--- config.mk ---
export PLATFORM = sky130hd
export DESIGN_NAME = os_match_timer
export DESIGN_NICKNAME = d
export VERILOG_FILES = /design/src/rtl/omt_pkg.sv /design/src/rtl/omt_rst_sync.sv /design/src/rtl/omt_counter.sv /design/src/rtl/omt_chan.sv /design/src/rtl/os_match_timer.sv
export SDC_FILE = /design/constraint.sdc
export NUM_CORES = 1
export LEC_CHECK = 0
export ABC_AREA = 0
export BUFFER_PORTS_ARGS = -buffer_cell sky130_fd_sc_hd__buf_2
export CORE_UTILIZATION = 50
export CTS_CLUSTER_DIAMETER = 40
export CTS_CLUSTER_SIZE = 8
export DETAILED_ROUTE_END_ITERATION = 6
export GPL_ROUTABILITY_DRIVEN = 0
export PLACE_DENSITY = 0.68
export SYNTH_ARGS = -nofsm -noshare
export SYNTH_HDL_FRONTEND = slang
export SYNTH_SLANG_ARGS = --single-unit
--- constraint.sdc ---
create_clock -name clk -period 7.55 [get_ports clk]
set_clock_uncertainty 0.2 [all_clocks]
set_input_delay 1.51 -clock clk [delete_from_list [all_inputs] [get_ports clk]]
set_output_delay 1.51 -clock clk [all_outputs]
set_load 0.1 [all_outputs]
--- src/rtl/omt_pkg.sv ---
package omt_pkg;
  // register byte offsets; compare registers sit at 4*n from zero
  localparam logic [7:0] OFF_CNT  = 8'h10;
  localparam logic [7:0] OFF_STAT = 8'h14;
  localparam logic [7:0] OFF_WDEN = 8'h18;
  localparam logic [7:0] OFF_IEN  = 8'h1C;
  localparam logic [7:0] OFF_SNAP = 8'h20;

  typedef enum logic [2:0] {
    SEL_NONE,
    SEL_MATCH,
    SEL_CNT,
    SEL_STAT,
    SEL_WDEN,
    SEL_IEN,
    SEL_SNAP
  } reg_sel_e;
endpackage

--- src/rtl/omt_rst_sync.sv ---
module omt_rst_sync (
  input  logic clk,
  input  logic arst_n,
  output logic srst_n
);
  logic stage_q;

  always_ff @(posedge clk or negedge arst_n) begin
    if (!arst_n) begin
      stage_q <= 1'b0;
      srst_n  <= 1'b0;
    end else begin
      stage_q <= 1'b1;
      srst_n  <= stage_q;
    end
  end
endmodule

--- src/rtl/omt_counter.sv ---
module omt_counter #(
  parameter int DW = 32
) (
  input  logic          clk,
  input  logic          rst_n,
  input  logic          tick_en,
  input  logic          ld_en,
  input  logic [DW-1:0] ld_val,
  output logic [DW-1:0] cnt,
  output logic          cnt_upd
);
  logic [DW-1:0] cnt_n;
  logic          upd_n;

  always_comb begin
    cnt_n = cnt;
    upd_n = 1'b0;
    if (ld_en) begin
      cnt_n = ld_val;
      upd_n = 1'b1;
    end else if (tick_en) begin
      cnt_n = cnt + DW'(1);
      upd_n = 1'b1;
    end
  end

  always_ff @(posedge clk or negedge rst_n) begin
    if (!rst_n) begin
      cnt     <= '0;
      cnt_upd <= 1'b0;
    end else begin
      cnt     <= cnt_n;
      cnt_upd <= upd_n;
    end
  end


  cnt_inc_chk: assert property (@(posedge clk) disable iff (!rst_n)
    (tick_en && !ld_en) |=> (cnt == $past(cnt) + DW'(1)));

  cnt_load_chk: assert property (@(posedge clk) disable iff (!rst_n)
    ld_en |=> (cnt == $past(ld_val)));

  cnt_hold_chk: assert property (@(posedge clk) disable iff (!rst_n)
    (!tick_en && !ld_en) |=> $stable(cnt));
endmodule

--- src/rtl/omt_chan.sv ---
module omt_chan #(
  parameter int DW = 32
) (
  input  logic          clk,
  input  logic          rst_n,
  input  logic          wr_en,
  input  logic [DW-1:0] wr_val,
  input  logic [DW-1:0] cnt,
  input  logic          cnt_upd,
  output logic [DW-1:0] match_val,
  output logic          hit
);
  logic [DW-1:0] match_n;

  always_comb begin
    match_n = match_val;
    if (wr_en) match_n = wr_val;
  end

  always_ff @(posedge clk or negedge rst_n) begin
    if (!rst_n) match_val <= '0;
    else        match_val <= match_n;
  end

  // only a counter that has just moved can produce a hit
  assign hit = cnt_upd && (cnt == match_val);


  match_wr_chk: assert property (@(posedge clk) disable iff (!rst_n)
    wr_en |=> (match_val == $past(wr_val)));
endmodule

--- src/rtl/os_match_timer.sv ---
module os_match_timer #(
  parameter int DW    = 32,
  parameter int AW    = 8,
  parameter int NCH   = 4,
  parameter int IEN_W = 12
) (
  input  logic           clk,
  input  logic           rst_n,
  input  logic           tick_en,
  input  logic           bus_sel,
  input  logic           bus_wr,
  input  logic [AW-1:0]  bus_addr,
  input  logic [DW-1:0]  bus_wdata,
  output logic [DW-1:0]  bus_rdata,
  output logic           bus_rvalid,
  output logic           bus_rerr,
  output logic [NCH-1:0] irq,
  output logic           rst_req
);
  import omt_pkg::*;

  localparam int WDOG_CH = NCH - 1;
  localparam int IDX_W   = (NCH > 1) ? $clog2(NCH) : 1;

  logic srst_n;

  omt_rst_sync u_rst (.clk(clk), .arst_n(rst_n), .srst_n(srst_n));

  // ---------------- decode ----------------
  reg_sel_e          sel;
  logic [IDX_W-1:0]  ch_idx;
  logic [AW-1:0]     off;

  always_comb begin
    off    = bus_addr;
    sel    = SEL_NONE;
    ch_idx = bus_addr[IDX_W+1:2];
    if (off[1:0] == 2'b00) begin
      if ((off >> 2) < AW'(NCH))        sel = SEL_MATCH;
      else if (off == AW'(OFF_CNT))     sel = SEL_CNT;
      else if (off == AW'(OFF_STAT))    sel = SEL_STAT;
      else if (off == AW'(OFF_WDEN))    sel = SEL_WDEN;
      else if (off == AW'(OFF_IEN))     sel = SEL_IEN;
      else if (off == AW'(OFF_SNAP))    sel = SEL_SNAP;
    end
  end

  logic wr_go, rd_go;
  assign wr_go = bus_sel && bus_wr;
  assign rd_go = bus_sel && !bus_wr;

  // ---------------- counter ----------------
  logic [DW-1:0] cnt;
  logic          cnt_upd;

  omt_counter #(.DW(DW)) u_cnt (
    .clk(clk), .rst_n(srst_n), .tick_en(tick_en),
    .ld_en(wr_go && (sel == SEL_CNT)), .ld_val(bus_wdata),
    .cnt(cnt), .cnt_upd(cnt_upd)
  );

  // ---------------- compare channels ----------------
  logic [DW-1:0]  match_val [NCH];
  logic [NCH-1:0] hit_vec;

  for (genvar g = 0; g < NCH; g++) begin : g_chan
    omt_chan #(.DW(DW)) u_chan (
      .clk(clk), .rst_n(srst_n),
      .wr_en(wr_go && (sel == SEL_MATCH) && (ch_idx == IDX_W'(g))),
      .wr_val(bus_wdata), .cnt(cnt), .cnt_upd(cnt_upd),
      .match_val(match_val[g]), .hit(hit_vec[g])
    );
  end

  // ---------------- control / status state ----------------
  logic [NCH-1:0]   st_q, st_n, st_clr;
  logic [IEN_W-1:0] ien_q, ien_n;
  logic             wden_q, wden_n;
  logic             rreq_n;

  always_comb begin
    st_clr = '0;
    if (wr_go && (sel == SEL_STAT)) st_clr = bus_wdata[NCH-1:0] & st_q;
    st_n = (st_q & ~st_clr) | (hit_vec & ien_q[NCH-1:0]);

    ien_n = ien_q;
    if (wr_go && (sel == SEL_IEN)) ien_n = bus_wdata[IEN_W-1:0];

    rreq_n = hit_vec[WDOG_CH] && wden_q;
    wden_n = wden_q;
    if (rreq_n)                          wden_n = 1'b0;
    else if (wr_go && (sel == SEL_WDEN)) wden_n = bus_wdata[0];
  end

  always_ff @(posedge clk or negedge srst_n) begin
    if (!srst_n) begin
      st_q    <= '0;
      ien_q   <= '0;
      wden_q  <= 1'b0;
      rst_req <= 1'b0;
    end else begin
      st_q    <= st_n;
      ien_q   <= ien_n;
      wden_q  <= wden_n;
      rst_req <= rreq_n;
    end
  end

  assign irq = st_q;

  // ---------------- read path ----------------
  logic [DW-1:0] rd_n;
  logic          rerr_n;

  always_comb begin
    rd_n   = '0;
    rerr_n = 1'b0;
    unique case (sel)
      SEL_MATCH: rd_n = match_val[ch_idx];
      SEL_CNT:   rd_n = cnt;
      SEL_STAT:  rd_n = DW'(st_q);
      SEL_WDEN:  rd_n = DW'(wden_q);
      SEL_IEN:   rd_n = DW'(ien_q);
      SEL_SNAP:  rd_n = '0;
      default:   rerr_n = 1'b1;
    endcase
    if (!rd_go) begin
      rd_n   = '0;
      rerr_n = 1'b0;
    end
  end

  always_ff @(posedge clk or negedge srst_n) begin
    if (!srst_n) begin
      bus_rdata  <= '0;
      bus_rvalid <= 1'b0;
      bus_rerr   <= 1'b0;
    end else begin
      bus_rdata  <= rd_n;
      bus_rvalid <= rd_go;
      bus_rerr   <= rerr_n;
    end
  end

  // a status bit only rises after an enabled hit
  stat_rise_chk: assert property (@(posedge clk) disable iff (!srst_n)
    (st_q & ~$past(st_q) & ~$past(hit_vec & ien_q[NCH-1:0])) == '0);

  wdog_pulse_chk: assert property (@(posedge clk) disable iff (!srst_n)
    rst_req |=> !rst_req);

  wdog_disarm_chk: assert property (@(posedge clk) disable iff (!srst_n)
    rst_req |-> !wden_q);

  rerr_zero_chk: assert property (@(posedge clk) disable iff (!srst_n)
    bus_rerr |-> (bus_rdata == '0));

  rerr_pulse_chk: assert property (@(posedge clk) disable iff (!srst_n)
    bus_rerr |-> bus_rvalid);
endmodule

==> out/metrics.cfg <==
[setup_path]
reg2reg_from=u_cnt.cnt[3]
reg2reg_depth=5
cp.required_ps=7720
r2r-end=u_cnt.cnt[31]
crit_path_max_fanout=32
crit_arrival_ps=4390
endpoint_kind=flop
cp-startpoint=bus_addr[1]
crit_path_start_kind=primary input
crit_type=primary input to flop
r2r_slack_ps=4360

[yosys]
synthTopCellsByCount=215 x dfrtp_1, 139 x mux2_2, 101 x xor2_1
synth_ff_type=dfrtp_1
syn-num-nets=966
yosysTopAreaCell=dfrtp_1
synth_async_sr_flop_share_pct=100
yosys_warnings=0
ys_top_cells_by_area=dfrtp_1 49%, mux2_2 14%, xor2_1 8.0%
ys_ff_latch=215
synth_top_cell_area_share_pct=48.8
yosys.cell_types.count=45
synth.avg_cell_area_um2=12.0
yosysMostFrequentCell=dfrtp_1
syn_inst=920
synth.yosys.seq_area_share_pct=48.8
synth_area_mm2=0.0110
synth_edf_count=0

[clocking]
cts_resized=0
numClockSinks=215
cts_buffers=37
cts_hold_buf=0
cts_setup_buffers=0
cts_root_buf=clkbuf_16
h-tree-depth=2
clockBufferDepth=3
cts_tree=yes
clk_latency_ps=510
path_clk_slew_ps=50

[sta]
setup_viol=0
rsz0062_at_grt=false
tns_ps=0
hold_viol=0
tightest_slew_ps=1070
fin_crit_sh_pct=55.8
fmax_ghz=0.237
timing.final.ws_setup_ps=3340
fin_crit_ps=4210
slew_violations=0
timing.hold.ws_ps=150
relSlewSlack_pct=28.4

[flow_run]
drv_cap=0

[worst_hold_path]
hold_start=u_rst.stage_q
min_path_type=flop to flop
min_path_cells=0
hold_end=u_rst.srst_n

[global_routing]
antenna_found_initial=0
grt_start_max_net_pins=150
grt_pass1_vias=7822
grt_pass1_wl_um=47000
grt_use_total_pct=28.2
grt_overflow=0

[routing]
drc=0
ant_nets=0
drt_iter0_markers=745
routed_via_density=6.12
dr.pass1.iters=6
drt_wl_total_um=30400
routedWlPerCell_um=24.0
vias=7767

[power_and_ir_drop]
power.internal_mw=2.38
power_mw=3.24
power_frac_comb_pct=11.1
pwr-share-seq_pct=40.9
power.leakage_nw=6.20
power.density_mw_per_mm2=255
ir_drop_uv=134
swShare_pct=26.6
switchingPower_mw=0.861
p_clk_share_pct=48.1

[layout]
drive_gt1_share_pct=32.6
multi_input_area_mm2=0.00531
regArea_mm2=0.00538
nNetsFinal=1022
antennaDiodeCount=0
fin_util_pct=59.6
fillers=1739
design_area_mm2=0.0127
areaGrowthSynthToFinish_pct=15.4
final_cells=1269

[placed_design]
place_inst=1212
post-place-ws_ps=2830
placed_cell_area_mm2=0.0116
numPortBuffers=83
place_hpwl_um=20100

[die]
fp.dieArea_mm2=0.0227
core_mm2=0.0214
ios=84
start_util_pct=51.6
die_w_um=151
die_h_um=151
rows=53

[status]
status=finished, final reports clean

[registers in the layout, indices dropped and copies added, names as in the netlist]
name	flops
g_chan.u_chan.match_val	128
bus_rdata	32
u_cnt.cnt	32
ien_q	12
irq	4
bus_rerr	1
bus_rvalid	1
rst_req	1
u_cnt.cnt_upd	1
u_rst.srst_n	1
u_rst.stage_q	1
wden_q	1
[cells by family (layout without fill, tap and decap cells)]
| group | after synthesis | in the layout | share of synthesized area, % |
|---|---|---|---|
| mux | 175 | 175 | 21.2 |
| fa+ha+maj | 1 | 1 | 0.113 |
| xor+xnor | 155 | 155 | 12.3 |
| compound gates | 88 | 88 | 5.03 |
| buf+inv | 86 | 160 | 3.34 |
| other cells | 1 | 1 | 0.0340 |
| simple gates | 199 | 199 | 9.18 |
| flops | 215 | 215 | 48.8 |
[how the worst max path moves through the flow]
stage                                    endpoint  slack [ps]  cells after the start
global placement    g_chan[3].u_chan.match_val[5]        2860                      6
detailed placement  g_chan[3].u_chan.match_val[5]        2830                      6
CTS                 g_chan[3].u_chan.match_val[5]        3340                      6
finish              g_chan[3].u_chan.match_val[5]        3340                      6
global route        g_chan[3].u_chan.match_val[5]        3250                      6
floorplan                            bus_rdata[0]         910                      0
[power by group through the flow]
stage	sequential (mW)	combinational, mW	clock, mW
2_1_floorplan	1.26	0.296	0
3_3_place_gp	1.34	0.346	0
3_5_place_dp	1.34	0.349	0
4_1_cts	1.32	0.355	1.58
5_1_grt	1.33	0.384	1.63
6_report	1.32	0.358	1.56
[final cells by class]
class                      count  share of cell area (%)
clock inverter                 8                   0.787
multi-input combinational    619                    41.7
inverter                      10                   0.295
tap                          275                    2.70
sequential                   215                    42.3
timing repair buffer          93                    3.95
clock buffer                  49                    8.20
[cells in the final DEF, fill, tap and decap left out, drive strengths merged, types with 16 or more instances in the layout]
cell / instances
nand4: 23
nor2: 59
mux2: 140
nand3: 18
a22oi: 34
nor3: 16
nand2: 30
xor2: 101
a21oi: 42
buf: 93
clkbuf: 49
mux4: 33
dfrtp: 215
nor4: 32
xnor2: 54
[routing by layer]
metal	part of all wire (%)	routed length, um	GRT usage (%)	up-vias
met1	43	13000	38.9	3955
met4	3.6	1090	10.6	2
li1	-	-	-	3399
met3	7.4	2240	6.21	74
met2	46	14000	43.4	337
met5	0.18	55	1.82	-
[worst max-delay path, cell delays in order]
cell     delay [ps]
buf_2           100
or4_4           550
or2_1           380
nor3_2          330
nand3_2         850
mux2_1          660
No activity file was read; power rests on OpenSTA's default activity.
